File: config.mk
export PLATFORM = sky130hd
export DESIGN_NAME = sdac_rx
export DESIGN_NICKNAME = d
export VERILOG_FILES = /design/src/rtl/sdac_rx_pkg.sv /design/src/rtl/sdac_rx_edge.sv /design/src/rtl/sdac_rx_shift.sv /design/src/rtl/sdac_rx_decode.sv /design/src/rtl/sdac_rx.sv
export SDC_FILE = /design/constraint.sdc
export NUM_CORES = 1
export LEC_CHECK = 0
export CAP_MARGIN = 30
export CORE_ASPECT_RATIO = 1.5
export CORE_MARGIN = 5
export CORE_UTILIZATION = 58
export CTS_CLUSTER_SIZE = 30
export DETAILED_ROUTE_END_ITERATION = 12
export GPL_TIMING_DRIVEN = 1
export HOLD_SLACK_MARGIN = 0.06
export MAX_ROUTING_LAYER = met4
export PLACE_DENSITY = 0.89
export SYNTH_ARGS = -nofsm -noshare
export SYNTH_HDL_FRONTEND = slang
export SYNTH_SLANG_ARGS = --single-unit
File: constraint.sdc
create_clock -name clk -period 3.15 [get_ports clk]
set_input_delay 0.7875 -clock clk [delete_from_list [all_inputs] [get_ports clk]]
set_output_delay 0.7875 -clock clk [all_outputs]
set_load 0.02 [all_outputs]
File: src/rtl/sdac_rx_pkg.sv
`timescale 1ns/1ps
package sdac_rx_pkg;

  localparam int unsigned WORD_BITS  = 16;
  localparam int unsigned CMD_BITS   = 4;
  localparam int unsigned CHAIN_BITS = 32;

  typedef enum logic [2:0] {
    SPAN_U5   = 3'd0,
    SPAN_U10  = 3'd1,
    SPAN_B5   = 3'd2,
    SPAN_B10  = 3'd3,
    SPAN_B2P5 = 3'd4,
    SPAN_OFS  = 3'd5
  } span_e;

  localparam logic [3:0] CMD_SET_U10 = 4'b1001;
  localparam logic [3:0] CMD_SET_B5  = 4'b1010;
  localparam logic [3:0] CMD_SET_B10 = 4'b1011;
  localparam logic [3:0] CMD_CODE    = 4'b0010;

  // true when the command rewrites the output range
  function automatic logic cmd_sets_span(logic [CMD_BITS-1:0] c);
    return (c == CMD_SET_U10) || (c == CMD_SET_B5) || (c == CMD_SET_B10);
  endfunction

  // true when the command rewrites the code register
  function automatic logic cmd_sets_code(logic [CMD_BITS-1:0] c);
    return cmd_sets_span(c) || (c == CMD_CODE);
  endfunction

  function automatic span_e span_for(logic [CMD_BITS-1:0] c, span_e keep);
    span_e s;
    case (c)
      CMD_SET_U10: s = SPAN_U10;
      CMD_SET_B5:  s = SPAN_B5;
      CMD_SET_B10: s = SPAN_B10;
      default:     s = keep;
    endcase
    return s;
  endfunction

endpackage

File: src/rtl/sdac_rx_edge.sv
`timescale 1ns/1ps
module sdac_rx_edge (
  input  logic clk,
  input  logic rst_n,
  input  logic cs_ld,
  input  logic sck,
  output logic sck_rise,
  output logic sck_fall,
  output logic load_evt
);

  logic sck_q;
  logic cs_q;

  always_ff @(posedge clk or negedge rst_n) begin
    if (!rst_n) begin
      sck_q <= 1'b0;
      cs_q  <= 1'b1;
    end else begin
      sck_q <= sck;
      cs_q  <= cs_ld;
    end
  end

  // serial edges count only while the select is low in this very sample
  assign sck_rise = sck & ~sck_q & ~cs_ld;
  assign sck_fall = ~sck & sck_q & ~cs_ld;
  assign load_evt = cs_ld & ~cs_q;

endmodule

File: src/rtl/sdac_rx_shift.sv
`timescale 1ns/1ps
module sdac_rx_shift
  import sdac_rx_pkg::*;
#(
  parameter int unsigned DEPTH = CHAIN_BITS
) (
  input  logic                  clk,
  input  logic                  rst_n,
  input  logic                  shift_en,
  input  logic                  drain_en,
  input  logic                  sdi,
  output logic [CMD_BITS-1:0]   cmd_bits,
  output logic [WORD_BITS-1:0]  data_bits,
  output logic                  chain_msb,
  output logic                  sdo
);

  localparam int unsigned CMD_LSB = WORD_BITS + 4;

  logic [DEPTH-1:0] sh_q;

  always_ff @(posedge clk or negedge rst_n) begin
    if (!rst_n) begin
      sh_q <= '0;
    end else if (shift_en) begin
      sh_q <= {sh_q[DEPTH-2:0], sdi};
    end
  end

  always_ff @(posedge clk or negedge rst_n) begin
    if (!rst_n) begin
      sdo <= 1'b0;
    end else if (drain_en) begin
      sdo <= sh_q[DEPTH-1];
    end
  end

  assign chain_msb = sh_q[DEPTH-1];
  assign cmd_bits  = sh_q[CMD_LSB +: CMD_BITS];
  assign data_bits = sh_q[WORD_BITS-1:0];

endmodule

File: src/rtl/sdac_rx_decode.sv
`timescale 1ns/1ps
module sdac_rx_decode
  import sdac_rx_pkg::*;
(
  input  logic [CMD_BITS-1:0] cmd,
  input  span_e               cur_span,
  output span_e               span_nxt,
  output logic                span_wr,
  output logic                code_wr
);

  always_comb begin
    span_wr  = cmd_sets_span(cmd);
    code_wr  = cmd_sets_code(cmd);
    span_nxt = span_for(cmd, cur_span);
  end

endmodule

File: src/rtl/sdac_rx.sv
`timescale 1ns/1ps
module sdac_rx
  import sdac_rx_pkg::*;
#(
  parameter int unsigned CODE_BITS = 16
) (
  input  logic                 clk,
  input  logic                 rst_n,
  input  logic                 cs_ld,
  input  logic                 sck,
  input  logic                 sdi,
  output logic                 sdo,
  output logic [2:0]           span_sel,
  output logic [CODE_BITS-1:0] dac_code
);

  localparam int unsigned DROP_BITS = WORD_BITS - CODE_BITS;

  logic                 sck_rise;
  logic                 sck_fall;
  logic                 load_evt;
  logic [CMD_BITS-1:0]  cmd_bits;
  logic [WORD_BITS-1:0] data_bits;
  logic                 chain_msb;
  logic                 span_wr;
  logic                 code_wr;
  logic                 cmd_known;
  span_e                span_q;
  span_e                span_nxt;
  logic [CODE_BITS-1:0] code_q;
  logic [CODE_BITS-1:0] code_field;

  sdac_rx_edge u_edge (
    .clk      (clk),
    .rst_n    (rst_n),
    .cs_ld    (cs_ld),
    .sck      (sck),
    .sck_rise (sck_rise),
    .sck_fall (sck_fall),
    .load_evt (load_evt)
  );

  sdac_rx_shift #(.DEPTH(CHAIN_BITS)) u_shift (
    .clk       (clk),
    .rst_n     (rst_n),
    .shift_en  (sck_rise),
    .drain_en  (sck_fall),
    .sdi       (sdi),
    .cmd_bits  (cmd_bits),
    .data_bits (data_bits),
    .chain_msb (chain_msb),
    .sdo       (sdo)
  );

  sdac_rx_decode u_dec (
    .cmd      (cmd_bits),
    .cur_span (span_q),
    .span_nxt (span_nxt),
    .span_wr  (span_wr),
    .code_wr  (code_wr)
  );

  assign cmd_known = code_wr;

  generate
    if (DROP_BITS == 0) begin : g_full
      assign code_field = data_bits;
    end else begin : g_narrow
      assign code_field = data_bits[WORD_BITS-1 -: CODE_BITS];
    end
  endgenerate

  always_ff @(posedge clk or negedge rst_n) begin
    if (!rst_n) begin
      span_q <= SPAN_U5;
      code_q <= '0;
    end else if (load_evt) begin
      if (span_wr) span_q <= span_nxt;
      if (code_wr) code_q <= code_field;
    end
  end

  assign span_sel = span_q;
  assign dac_code = code_q;

endmodule

==> results.ini <==
[outcome]
status = finished clean

[place]
routabilityCongestion = 0.704
hpwl_microns = 2100
place_area_sq_um = 2280
io_buffers = 23

[global_route]
grt_max_degree = 33
overflow = 0
grt_pass1_vias = 1163
grt_use_total = 0.161
grt_pass1_wl_microns = 5460
antenna_found_initial = 0

[synthesis]
synth_common_cells = dfrtp_1 (52), mux2_2 (49), buf_2 (3), nand2_1 (3)
synth_warnings = 0
synth_edf_count = 0
synth_ff_type = dfrtp_1
ys_seq_area_frac = 0.661
ys_ff_latch = 53
ys_types = 15
syn-cell-area_sq_um = 2010
synth_top_area_share = 0.648
synth_top_area_cell = dfrtp_1
synth.most_common_cell = dfrtp_1
avgSynthCellArea_sq_um = 17.0
postSynthCellCount = 118
synth_area_leaders = dfrtp_1 (65%), mux2_2 (27%), dfstp_2 (1.3%)
async_flop_share = 1.00
syn-num-nets = 123

[power]
total_power_mw = 1.22
ir_drop_v = 0.000444
p_int_mw = 0.943
seq_power_share = 0.632
swShare = 0.229
power.leakage_nw = 1.13
combPwrFrac = 0.071
powerDensity_nw_per_um2 = 517
p_switching_mw = 0.279
pwr-share-clk = 0.296

[critical_path]
r2r_setup_slack_ns = 1.53
cp_slowest_cell = clkdlybuf4s50_1
r2r_cells = 4
start_kind = input pin
end_kind = register
critPathKind = in2reg
worstPathArrival_ns = 2.29
crit_fanout = 32
worstSetupEndpoint = u_shift.sh_q[5]
r2r-end = dac_code[7]
max_stage_delay_ns = 0.51
timing.rr.start = u_shift.sh_q[20]
critPathLaunch = cs_ld
path_cells = clkdlybuf4s50_1 -> nor3b_4 -> buf_4 -> mux2_2
critical_path_required_ns = 3.34

[drt]
ant_nets = 0
drt_first_pass_iters = 2
drt-initial-drc-count = 22
avgRoutedWirePerCell_microns = 16.3
viasPerCell = 5.35
drc = 0
wl_microns = 3080
via_count = 1011

[sta]
fin_hold_ws_ns = 0.457
hold_viol = 0
timing.final.crit_share = 0.667
final.setup.tns_ns = 0
relSlewSlack = 0.622
fin_skew_ns = 0.00944
timing.fmax_ghz = 0.476
worstMarginPinSlew_ns = 0.560
slew_viol_final = 0
grt_setup_unrepaired = no
setup_violations = 0
finalCriticalPeriod_ns = 2.10

[finish]
drive_above_1_share = 0.429
areaGrowthSynthToFinish_pct = 17.8
diodes = 0
seqCellArea_sq_um = 1330
layout.nets = 151
n_fill_cell = 247
multi_input_area_sq_um = 652
final_area_sq_um = 2360

[die]
io_pins = 25
core_sq_um = 3380
die_x_microns = 58.0
fp.dieH_microns = 82.0
die_area_sq_um = 4760
std_cell_rows = 26
start_util = 0.593

[clock_network]
post_cts_resize_count = 0
clk_pin_slew_ns = 0.08
root_buffer = clkbuf_8
cts_setup_buffers = 0
cts_tree = done
cts_max_path_buffers = 2
clock-sinks = 53
clk_latency_ns = 0.30
htreeDepth = 2
cts-hold-fix-buffers = 0
numCtsBuffers = 5

[run]
maxCapViolations = 0

[min_path]
hold_path_class = in2async

layout make-up:
cell class                 instances  area share
multi-input combinational         60       0.276
timing repair buffer              26       0.105
clock buffer                       7      0.0323
sequential                        53       0.562
clock inverter                     1     0.00318
tap                               42      0.0222
routing by layer:
| layer | up-vias | GRT usage | wire, microns |
|---|---|---|---|
| li1 | 465 | - | - |
| met1 | 521 | 0.178 | 1250 |
| met2 | 18 | 0.262 | 1630 |
| met3 | 7 | 0.0519 | 128 |
| met4 | 0 | 0.0742 | 69 |
| met5 | - | - | 0 |
power by group through the flow:
stage | Clock [mW] | Combinational [mW] | Sequential [mW]
final | 0.362 | 0.0869 | 0.773
after floorplan | 0 | 0.0610 | 0.772
after CTS | 0.377 | 0.0896 | 0.774
after detailed placement | 0 | 0.0879 | 0.786
after global placement | 0 | 0.0817 | 0.783
after global routing | 0.403 | 0.0984 | 0.781
cells by family after synthesis:
kind of cell    synth area share
compound gates           0.00935
buf+inv                   0.0168
flops                      0.661
mux                        0.280
other cells              0.00187
simple gates              0.0305
through the flow:
stage               worst slack, ns  cells  utilization
floorplan                      1.36    118            -
global placement              0.777    181        0.674
detailed placement            0.733    181        0.674
CTS                            1.05    189        0.699
global route                  0.995    189        0.699
finish                         1.05    189        0.699
cell usage in the layout, fill, tap and decap left out:
cell type | Yosys | layout
nor2_1 | 1 | 1
clkbuf_1 | 0 | 2
nor4b_4 | 1 | 1
mux2i_1 | 1 | 1
buf_4 | 1 | 3
mux2_2 | 49 | 49
clkbuf_8 | 0 | 5
a22o_1 | 1 | 1
conb_1 | 1 | 1
nor3b_4 | 0 | 1
clkdlybuf4s50_1 | 0 | 22
a22o_2 | 1 | 1
dfstp_2 | 1 | 1
dfrtp_1 | 52 | 52
nand2_1 | 3 | 3
clkinvlp_4 | 0 | 1
buf_2 | 3 | 1
nor4bb_1 | 1 | 1
worst min-delay path by stage:
stage / from / end / slack, ns / cells after the start
after CTS: rst_n / dac_code[6] / 0.46 / 1
after detailed placement: u_shift.sh_q[30] / u_shift.sh_q[30] / 0.49 / 1
after floorplan: u_shift.sh_q[16] / u_shift.sh_q[16] / 0.47 / 1
after global placement: span_sel[1] / span_sel[1] / 0.48 / 1
after global routing: rst_n / dac_code[6] / 0.48 / 1
final: rst_n / dac_code[6] / 0.46 / 1
critical path, delay by kind of cell:
kind,cells,cell delay [ns]
buf+inv,2,0.88
simple gates,1,0.22
mux,1,0.39
registers in the layout (all words and copies together) (netlist names):
name / flops
u_edge.cs_q: 1
dac_code: 16
u_edge.sck_q: 1
u_shift.sh_q: 32
span_sel: 2
u_shift.sdo: 1
Note: power is estimated with default switching activity, not from simulation.
